===== config.mk =====
export PLATFORM = sky130hd
export DESIGN_NAME = pwm_shift3
export DESIGN_NICKNAME = d
export VERILOG_FILES = /design/src/rtl/pwmsh_pkg.sv /design/src/rtl/pwmsh_ctrl.sv /design/src/rtl/pwmsh_dp.sv /design/src/rtl/pwm_shift3.sv
export SDC_FILE = /design/constraint.sdc
export NUM_CORES = 1
export LEC_CHECK = 0
export BUFFER_PORTS_ARGS = -buffer_cell sky130_fd_sc_hd__buf_2
export CAP_MARGIN = 20
export CORE_ASPECT_RATIO = 2
export CORE_UTILIZATION = 60
export DETAILED_ROUTE_END_ITERATION = 12
export GPL_TIMING_DRIVEN = 0
export PLACE_DENSITY = 0.76
export SYNTH_ARGS = -nofsm -noshare
export SYNTH_HDL_FRONTEND = slang
export SYNTH_SLANG_ARGS = --single-unit

===== constraint.sdc =====
create_clock -name clk -period 37.1 [get_ports clk]
set_clock_uncertainty 0.2 [all_clocks]
set_input_delay 1.855 -clock clk [delete_from_list [all_inputs] [get_ports clk]]
set_output_delay 1.855 -clock clk [all_outputs]
set_load 0.05 [all_outputs]

===== src/rtl/pwmsh_pkg.sv =====
package pwmsh_pkg;
  // strobes from the sequencer to the datapath
  typedef struct packed {
    logic load;   // copy shadows to active set, restart shifted counter
    logic step;   // advance shifted counter by one tick
  } ctlStrb_t;

  localparam int ADDR_PERIOD = 0;
  localparam int ADDR_CMP0   = 1;
endpackage


===== src/rtl/pwmsh_ctrl.sv =====
module pwmsh_ctrl
  import pwmsh_pkg::*;
#(
  parameter int LW = 17
) (
  input  logic          clk,
  input  logic          rstN,
  input  logic          runEn,
  input  logic [LW-1:0] cycLen,
  output logic          running,
  output logic [LW-1:0] idx,
  output ctlStrb_t      strb
);

  logic atEnd;

  always_comb begin
    atEnd     = (idx == cycLen - LW'(1));
    strb.load = !runEn || (running && atEnd);
    strb.step = runEn && running && !atEnd;
  end

  always_ff @(posedge clk or negedge rstN) begin
    if (!rstN) begin
      running <= 1'b0;
      idx     <= '0;
    end else begin
      running <= runEn;
      if (strb.load)      idx <= '0;
      else if (strb.step) idx <= idx + LW'(1);
    end
  end

  // position stays inside the cycle while running
  assert_idx_range_R10: assert property (@(posedge clk) disable iff (!rstN)
    running |-> (idx < cycLen));

  // a fresh start always begins at tick 0
  assert_start_zero_R10: assert property (@(posedge clk) disable iff (!rstN)
    $rose(running) |-> (idx == '0));

  // the last tick of a cycle is followed by tick 0
  assert_wrap_R4: assert property (@(posedge clk) disable iff (!rstN)
    (running && runEn && atEnd) |=> (idx == '0));

endmodule


===== src/rtl/pwmsh_dp.sv =====
module pwmsh_dp
  import pwmsh_pkg::*;
#(
  parameter int CW = 16,
  parameter int SW = 8,
  parameter int NPH = 3,
  parameter int AW = 3,
  parameter logic [CW-1:0] RST_PERIOD = 16'd100,
  parameter int LW = CW + 1
) (
  input  logic           clk,
  input  logic           rstN,
  input  logic           cfgWe,
  input  logic [AW-1:0]  cfgAddr,
  input  logic [CW-1:0]  cfgWdata,
  input  ctlStrb_t       strb,
  input  logic           running,
  output logic [LW-1:0]  cycLen,
  output logic [LW-1:0]  shIdx,
  output logic [LW-1:0]  offAct,
  output logic [NPH-1:0] pwmHi,
  output logic [NPH-1:0] pwmLo
);

  localparam int ADDR_SHIFT = ADDR_CMP0 + NPH;
  localparam int BIT_DIR    = SW;
  localparam int BIT_EN     = SW + 1;
  localparam int BIT_SAW    = SW + 2;

  // shadow set
  logic [CW-1:0] perSh;
  logic [CW-1:0] cmpSh [NPH];
  logic [SW-1:0] amtSh;
  logic          dirSh, enSh, sawSh;
  // active set
  logic [CW-1:0] perAct;
  logic [CW-1:0] cmpAct [NPH];
  logic          sawAct;

  logic [LW-1:0] lenSh, redAmt, offNext, carVal;
  logic          delayDir;

  always_ff @(posedge clk or negedge rstN) begin
    if (!rstN) begin
      perSh <= RST_PERIOD;
      amtSh <= '0;
      dirSh <= 1'b0;
      enSh  <= 1'b0;
      sawSh <= 1'b0;
      for (int i = 0; i < NPH; i++) cmpSh[i] <= '0;
    end else if (cfgWe) begin
      if (cfgAddr == AW'(ADDR_PERIOD)) perSh <= cfgWdata;
      for (int i = 0; i < NPH; i++)
        if (cfgAddr == AW'(ADDR_CMP0 + i)) cmpSh[i] <= cfgWdata;
      if (cfgAddr == AW'(ADDR_SHIFT)) begin
        amtSh <= cfgWdata[SW-1:0];
        dirSh <= cfgWdata[BIT_DIR];
        enSh  <= cfgWdata[BIT_EN];
        sawSh <= cfgWdata[BIT_SAW];
      end
    end
  end

  // offset of the shifted counter, folded into one cycle
  always_comb begin
    lenSh    = sawSh ? {1'b0, perSh} : {perSh, 1'b0};
    redAmt   = LW'(amtSh) % lenSh;
    delayDir = !dirSh || sawSh;
    if (!enSh || redAmt == '0) offNext = '0;
    else if (delayDir)         offNext = lenSh - redAmt;
    else                       offNext = redAmt;
  end

  always_ff @(posedge clk or negedge rstN) begin
    if (!rstN) begin
      perAct <= RST_PERIOD;
      sawAct <= 1'b0;
      offAct <= '0;
      shIdx  <= '0;
      for (int i = 0; i < NPH; i++) cmpAct[i] <= '0;
    end else if (strb.load) begin
      perAct <= perSh;
      sawAct <= sawSh;
      offAct <= offNext;
      shIdx  <= offNext;
      for (int i = 0; i < NPH; i++) cmpAct[i] <= cmpSh[i];
    end else if (strb.step) begin
      shIdx <= (shIdx == cycLen - LW'(1)) ? '0 : shIdx + LW'(1);
    end
  end

  always_comb begin
    cycLen = sawAct ? {1'b0, perAct} : {perAct, 1'b0};
    if (sawAct || shIdx <= {1'b0, perAct}) carVal = shIdx;
    else                                   carVal = cycLen - shIdx;
  end

  for (genvar g = 0; g < NPH; g++) begin : gPhase
    logic hiRaw;
    assign hiRaw    = carVal < {1'b0, cmpAct[g]};
    assign pwmHi[g] = running & hiRaw;
    assign pwmLo[g] = running & ~hiRaw;
  end

  // input assumption, the period is never programmed to zero
  assert_period_nonzero_R1: assert property (@(posedge clk) disable iff (!rstN)
    perSh != '0);

  // shifted counter stays inside the cycle
  assert_shidx_range_R5: assert property (@(posedge clk) disable iff (!rstN)
    running |-> (shIdx < cycLen));

  // the active set does not move during a step
  assert_active_hold_R4: assert property (@(posedge clk) disable iff (!rstN)
    strb.step |=> ($stable(perAct) && $stable(offAct) && $stable(sawAct)
                   && $stable(cmpAct[0])));

endmodule


===== src/rtl/pwm_shift3.sv =====
module pwm_shift3
  import pwmsh_pkg::*;
#(
  parameter int CW = 16,
  parameter int SW = 8,
  parameter int NPH = 3,
  parameter int AW = 3,
  parameter logic [CW-1:0] RST_PERIOD = 16'd100
) (
  input  logic           clk,
  input  logic           rstN,
  input  logic           runEn,
  input  logic           cfgWe,
  input  logic [AW-1:0]  cfgAddr,
  input  logic [CW-1:0]  cfgWdata,
  output logic [NPH-1:0] pwmHi,
  output logic [NPH-1:0] pwmLo
);

  localparam int LW = CW + 1;

  ctlStrb_t      strb;
  logic          running;
  logic [LW-1:0] idx, cycLen, shIdx, offAct;

  pwmsh_ctrl #(.LW(LW)) uCtrl (
    .clk(clk), .rstN(rstN), .runEn(runEn), .cycLen(cycLen),
    .running(running), .idx(idx), .strb(strb)
  );

  pwmsh_dp #(.CW(CW), .SW(SW), .NPH(NPH), .AW(AW), .RST_PERIOD(RST_PERIOD), .LW(LW)) uDp (
    .clk(clk), .rstN(rstN), .cfgWe(cfgWe), .cfgAddr(cfgAddr), .cfgWdata(cfgWdata),
    .strb(strb), .running(running), .cycLen(cycLen), .shIdx(shIdx), .offAct(offAct),
    .pwmHi(pwmHi), .pwmLo(pwmLo)
  );

  // expected shifted position from the sequencer's tick and the active offset
  logic [LW:0] sumIdx, wrapIdx;
  always_comb begin
    sumIdx  = {1'b0, idx} + {1'b0, offAct};
    wrapIdx = (sumIdx >= {1'b0, cycLen}) ? sumIdx - {1'b0, cycLen} : sumIdx;
  end

  // shifted counter keeps a constant offset from the carrier tick
  assert_offset_track_R5: assert property (@(posedge clk) disable iff (!rstN)
    running |-> (wrapIdx == {1'b0, shIdx}));

  // complementary pins while running
  assert_complement_R2: assert property (@(posedge clk) disable iff (!rstN)
    running |-> ((pwmHi ^ pwmLo) == '1));

  // all pins low while stopped
  assert_stopped_low_R2: assert property (@(posedge clk) disable iff (!rstN)
    !runEn |=> (pwmHi == '0 && pwmLo == '0));

endmodule


==> metrics.md, run 1 <==
| Metric | Value |
|---|---|
| Leakage Power | `10.1 nW` |
| Cell Area, Synth | `20000 sq um` |
| Yosys warnings | `0` |
| Routability Congestion | `1.03` |
| Synth Area in XOR/XNOR | `7.04%` |
| Hold crit path type | `reg2reg` |
| IO Count | `29` |
| Worst path arrival time | `35.78 ns` |
| Worst path slowest cell | `or4b_2` |
| Yosys cell types | `106` |
| Global-route wire length before repair | `109000 um` |
| Total track usage | `41.8%` |
| Top FF cell, synth | `dfrtp_1` |
| Aggregate routed wire length | `70700 um` |
| Period utilization | `96.1%` |
| R2R cell count | `151` |
| Initial antenna violation count | `1` |
| Final-report hold violation count | `0` |
| Sink Count | `175` |
| Largest area contributor in the netlist | `dfrtp_1` |
| Compound-cell area share of the yosys netlist | `24.3%` |
| Number of synthesized flops with an enable pin | `0` |
| CP startpoint | `uDp.sawSh$_DFFE_PN0P_` |
| Worst slew margin relative to its limit | `17.1%` |
| Die area | `34100 sq um` |
| Via Count | `19.8k` |
| Yosys top cell area share | `21.1%` |
| DP Wirelength | `56500 um` |
| CP bufs+invs | `23` |
| Largest family of logic cells by synthesized area | `compound AO/OA/AOI/OAI gates` |
| PD cells | `75.0 nW/um^2` |
| Peak VDD IR | `0.0849 mV` |
| Core area | `32800 sq um` |
| Synth Area per Inst | `7.97 sq um` |
| Fin nets | `2851` |
| Rows | `94` |
| CP peak stage delay | `0.63 ns` |
| Mux cell area share after synthesis | `6.77%` |
| Die H | `260 um` |
| Cell with the most instances after synthesis | `ha_1` |
| Drt drc | `0` |
| Clk_lat worst skew | `0.45 ns` |
| Tmin final | `35.64 ns` |
| Crit path to | `uDp.shIdx[15]$_DFFE_PN0P_` |
| Initial core utilization | `61.0%` |
| CP Depth | `151` |
| Vias per inst | `6.54` |
| Root buf cell | `clkbuf_16` |
| CTS Buf Count | `17` |
| Simple-gate share of the synthesized area | `19.4%` |
| Final setup margin | `1.46 ns` |
| Crit path kind | `reg2reg` |
| Worst flop-to-flop path endpoint | `uDp.shIdx[15]$_DFFE_PN0P_` |
| Least-Margin Pin Slew | `1.24 ns` |
| FMAX | `28.1 MHz` |
| Fin util | `66.1%` |
| FFs w/ async S/R, synth | `100%` |
| Element type at the critical path start | `flip-flop` |
| Via count of the first global-routing pass | `20.5k` |
| Die Wd | `131 um` |
| Post-synth top cells | `ha_1, nand2_1, o21ai_0` |
| Top cells by area, synth | `dfrtp_1, ha_1, o21ai_0` |
| CTS max path bufs | `2` |
| Layout cells sized above 1 | `10.8%` |
| Max-cap violations | `0` |
| Pins over their slew limit | `0` |
| Cells after Synth | `2512` |
| Reg-to-Reg Start | `uDp.sawSh$_DFFE_PN0P_` |
| CP dominant cell by count | `o21a_1` |
| 1st-iter DRT viols | `1115` |
| Worst Path Max Fanout | `17` |
| Fill cells | `2886` |
| Adder-cell share of the synthesized area | `15.7%` |
| CTS clk-pin slew, worst paths | `0.08 ns` |
| Outcome | `completed` |
| Antenna-violating nets left | `0` |
| Area growth from synthesis to layout | `8.29%` |
| Pre-CTS setup slack | `-2.76 ns` |
| Grt total ovfl | `0` |
| Final Setup Violations | `0` |
| Port buffer count | `28` |
| Maximum number of pins on one net before global-route repair | `95` |
| Slack of the worst reg-to-reg path | `1.46 ns` |
| WP data required | `37.24 ns` |
| Average wire per standard cell | `23.3 um` |
| Worst setup EP type | `flip-flop` |
| Sequential fraction of the synthesis area | `21.9%` |
| CTS tree | `built` |
| Family with the most delay on the worst path | `compound AO/OA/AOI/OAI gates` |
| Yosys reg bits | `175` |
| Initial DRT Pass Iterations | `5` |
| H-tree depth | `4` |
-- per-stage QoR --
stage	cells	hold slack, ns	TNS [ns]	instance area, sq um	power [mW]
6_report	3028	0.279	0	21700	1.63
3_5_place_dp	2991	0.265	-41.13	20900	1.41
3_3_place_gp	2980	0.254	-62.84	20700	1.36
5_1_grt	3028	0.310	-0.0224	21700	1.74
4_1_cts	3026	0.282	0	21600	1.59
2_1_floorplan	2520	0.244	0	20000	1.09
-- layer usage --
layer	vias up	global-route usage [%]	part of all wire, %
met5	-	0	0
met4	0	50.6	13
met3	424	6.59	4.7
met2	780	75.8	50
met1	9360	36.0	32
li1	9253	-	-
-- area by class of cell --
type / instances / area, sq um / area share, %
Antenna cell: 1 / 2.50 / 0.0115
Buffer: 71 / 300 / 1.39
Clock buffer: 18 / 429 / 1.98
Clock inverter: 14 / 169 / 0.779
Inverter: 184 / 691 / 3.19
Multi-Input combinational cell: 2089 / 14900 / 68.5
Sequential cell: 175 / 4390 / 20.2
Tap cell: 432 / 541 / 2.49
Timing Repair Buffer: 44 / 300 / 1.39
-- tightest hold or removal path, stage by stage (launching register included) --
cell     delay, ns
dfrtp_1       0.35
nand2_1       0.05
o21ai_0       0.06
-- repair_timing --
item                       in CTS  in global routing
resized for setup              20                 38
buffers inserted                3                  2
setup endpoints to repair      17                 17
pin swaps                       1                  2
hold buffers                    0                  0
-- layout by cell type (no fill, tap or decap), drive strengths merged, types with 23 or more instances in the layout --
cell type	n
a21o	60
or3	24
nor2	206
buf	55
nor2b	38
xor2	50
nor3	88
ha	243
mux2	96
nand2	236
dfrtp	169
o21ai	223
inv	190
nand3	57
xnor2	111
a21oi	155
clkbuf	78
o21a	74
mux2i	27
nand4	31
a31oi	23
-- report_power, final --
group / leakage [nW] / total [mW] / internal [mW] / switching, mW
Clock: 0.290 / 0.180 / 0.0907 / 0.0896
Combinational: 7.64 / 1.17 / 0.454 / 0.719
Sequential: 2.17 / 0.273 / 0.231 / 0.0424
-- how the worst min path moves through the flow --
stage	startpoint	to	slack, ns	cells past startpoint
floorplan	uDp.cmpSh[10]$_DFFE_PN0P_	uDp.cmpAct[10]$_DFFE_PN0N_	0.24	2
global placement	uDp.cmpSh[12]$_DFFE_PN0P_	uDp.cmpAct[12]$_DFFE_PN0N_	0.25	2
detailed placement	uDp.cmpSh[19]$_DFFE_PN0P_	uDp.cmpAct[19]$_DFFE_PN0N_	0.27	2
CTS	uDp.cmpSh[19]$_DFFE_PN0P_	uDp.cmpAct[19]$_DFFE_PN0N_	0.28	2
global route	uDp.cmpSh[15]$_DFFE_PN0P_	uDp.cmpAct[15]$_DFFE_PN0N_	0.31	2
finish	uDp.cmpSh[9]$_DFFE_PN0P_	uDp.cmpAct[9]$_DFFE_PN0N_	0.28	2
-- cell families (layout without fill, tap and decap cells) --
| kind of cell | count (synthesis) | count (layout) |
|---|---|---|
| AO/OA/AOI/OAI | 737 | 737 |
| XOR/XNOR | 161 | 161 |
| adder cells (fa/ha/maj) | 250 | 250 |
| buffers and inverters | 256 | 331 |
| flip-flops | 175 | 175 |
| multiplexers | 123 | 123 |
| other | 1 | 10 |
| AND/OR/NAND/NOR | 809 | 809 |
-- sequential cells by signal (all words and copies together), names as in the netlist, 8 cells and up --
signal / count
uDp.amtSh: 8
uDp.cmpSh: 48
uDp.perSh: 16
uCtrl.idx: 17
uDp.perAct: 16
uDp.shIdx: 17
uDp.cmpAct: 48
Power figures use the tool's default switching activity.
==> run 2: changes to the inputs <==
CORE_MARGIN = 2   (was unset)
==> run 2 against run 1 <==
Against the previous run: final cell count about the same; power increased by 1.5%; final area increased by 0.22%; combinational power about the same; routed wire length increased by 1.2%; hold slack got worse by 0.0051 ns; sequential power about the same; via count increased by 0.85%; die area increased by 2.3%; global-route usage decreased by 0.81 points; maximum frequency increased by 1.3%; critical path type unchanged; critical endpoint unchanged.
==> metrics.md, run 2 (synthesis gave the netlist of run 1 again) <==
| Metric | Value |
|---|---|
| Aggregate routed wire length | `71500 um` |
| Initial antenna violation count | `1` |
| Root buf cell | `clkbuf_16` |
| Pre-CTS setup slack | `-2.49 ns` |
| WHS Endpoint | `uDp.cmpAct[38]$_DFFE_PN0N_` |
| Peak VDD IR | `0.0641 mV` |
| Routability Congestion | `1.08` |
| Antenna-violating nets left | `0` |
| Die area | `34900 sq um` |
| Register area | `4390 sq um` |
| Period utilization | `94.8%` |
| CTS tree | `built` |
| Worst Hold Launch | `uDp.cmpSh[38]$_DFFE_PN0P_` |
| Outcome | `completed` |
| Max-cap violations | `0` |
| Total power | `1.65 mW` |
| Placed cells | `2990` |
| Crit path kind | `reg2reg` |
| Most frequent cells in the layout | `ha_1, nand2_1, o21ai_0, nor2_1, inv_1` |
| Port buffer count | `28` |
| DP Area | `20900 sq um` |
| DP Wirelength | `56700 um` |
| Grt total ovfl | `0` |
| Leading cell type in the layout, fill and taps excluded | `ha_1` |
| Family with the most delay on the worst path | `compound AO/OA/AOI/OAI gates` |
| Tmin final | `35.17 ns` |
| FMAX | `28.4 MHz` |
| Hold buffer count at CTS | `0` |
| CTS clk-pin slew, worst paths | `0.08 ns` |
| Drt drc | `0` |
| Worst slew margin relative to its limit | `15.8%` |
| Element type at the critical path start | `flip-flop` |
| Fill cells | `2912` |
| CP dominant cell by count | `o21a_1` |
| Average wire per standard cell | `23.6 um` |
| R2R cell count | `146` |
| Die H | `262 um` |
| CTS max path bufs | `2` |
| Area growth from synthesis to layout | `8.53%` |
| Leakage Power | `10.1 nW` |
| Worst path slowest cell | `or4b_2` |
| CTS Buf Count | `17` |
| Maximum number of pins on one net before global-route repair | `115` |
| Final setup margin | `1.93 ns` |
| Die Wd | `133 um` |
| Largest registers | `uDp.cmpAct x48, uDp.cmpSh x48` |
| Initial DRT Pass Iterations | `6` |
| Multi-input logic area | `14900 sq um` |
| Vias per inst | `6.60` |
| Worst flop-to-flop path endpoint | `uDp.shIdx[15]$_DFFE_PN0P_` |
| Least-Margin Pin Slew | `1.25 ns` |
| Final instance area | `21700 sq um` |
| Pins over their slew limit | `0` |
| Via count of the first global-routing pass | `20.7k` |
| Final-report hold violation count | `0` |
| WP data required | `37.24 ns` |
| Worst setup EP type | `flip-flop` |
| 1st-iter DRT viols | `1299` |
| Post-route insts no fill | `3029` |
| Core area | `32900 sq um` |
| Global-route wire length before repair | `111000 um` |
| Worst Path Max Fanout | `17` |
| Via Count | `20.0k` |
| Hold crit path type | `reg2reg` |
| Reg-to-Reg Start | `uDp.sawSh$_DFFE_PN0P_` |
| Total track usage | `41.0%` |
| H-tree depth | `4` |
| RSZ-0062 raised after global routing | `no` |
| Rows | `94` |
| Worst hold path cell count | `2` |
| Layout cells sized above 1 | `10.9%` |
| Final Setup Violations | `0` |
| Sink Count | `175` |
| Clk_lat worst skew | `0.45 ns` |
| Worst path arrival time | `35.32 ns` |
| PD cells | `76.0 nW/um^2` |
| IO Count | `29` |
| CP bufs+invs | `21` |
| CP peak stage delay | `0.62 ns` |
| Fin nets | `2852` |
| Slack of the worst reg-to-reg path | `1.93 ns` |
| Initial core utilization | `60.8%` |
## run 2: final cells by class
type | instances | share of cell area (%)
inverters | 184 | 3.18
multi-input cells | 2089 | 68.5
flip-flops and latches | 175 | 20.2
plain buffers | 71 | 1.39
clock buffers | 17 | 1.96
diodes | 1 | 0.0115
well taps | 432 | 2.49
clock inverters | 15 | 0.858
repair buffers | 45 | 1.42
## run 2: per-stage QoR
stage	hold WS, ns	setup TNS, ns	util, %
after floorplan	0.244	0	-
after global placement	0.257	-63.79	62.9
after detailed placement	0.264	-36.25	63.4
after CTS	0.283	0	65.5
after global routing	0.301	0	66.0
final	0.274	0	66.0
## run 2: worst min-delay path, cell delays in order (launching register included)
cell     delay, ns
dfrtp_1       0.34
nand2_1       0.05
o21ai_0       0.06
## run 2: power breakdown
| part | internal, mW | switching, mW | total (mW) |
|---|---|---|---|
| Clock | 0.0972 | 0.0891 | 0.186 |
| Combinational | 0.457 | 0.737 | 1.19 |
| Sequential | 0.231 | 0.0405 | 0.271 |
| Total | 0.785 | 0.866 | 1.65 |
## run 2: per-layer routing
layer  track usage, %  up-vias  routed length (um)
li1                 -     9255                   -
met4             44.7        0                9330
met2             72.7      847               35900
met3             7.79      426                3640
met5                0        -                   0
met1             36.2     9457               22600
## run 2: worst max-delay path by stage
stage | end | slack, ns | from | depth (start not counted)
3_3_place_gp | uDp.shIdx[15]$_DFFE_PN0P_ | -4.14 | uDp.sawSh$_DFFE_PN0P_ | 141
5_1_grt | uDp.shIdx[15]$_DFFE_PN0P_ | 0.05 | uDp.sawSh$_DFFE_PN0P_ | 147
6_report | uDp.shIdx[15]$_DFFE_PN0P_ | 1.93 | uDp.sawSh$_DFFE_PN0P_ | 146
2_1_floorplan | uDp.shIdx[14]$_DFFE_PN0P_ | 5.38 | uDp.sawSh$_DFFE_PN0P_ | 141
3_5_place_dp | uDp.shIdx[15]$_DFFE_PN0P_ | -2.49 | uDp.sawSh$_DFFE_PN0P_ | 144
4_1_cts | uDp.shIdx[15]$_DFFE_PN0P_ | 0.02 | uDp.sawSh$_DFFE_PN0P_ | 146
## run 2: repair_timing
action	CTS	global route
pin swaps	1	1
endpoints found under the setup margin	17	17
buffers inserted	3	1
gates resized for setup	16	48
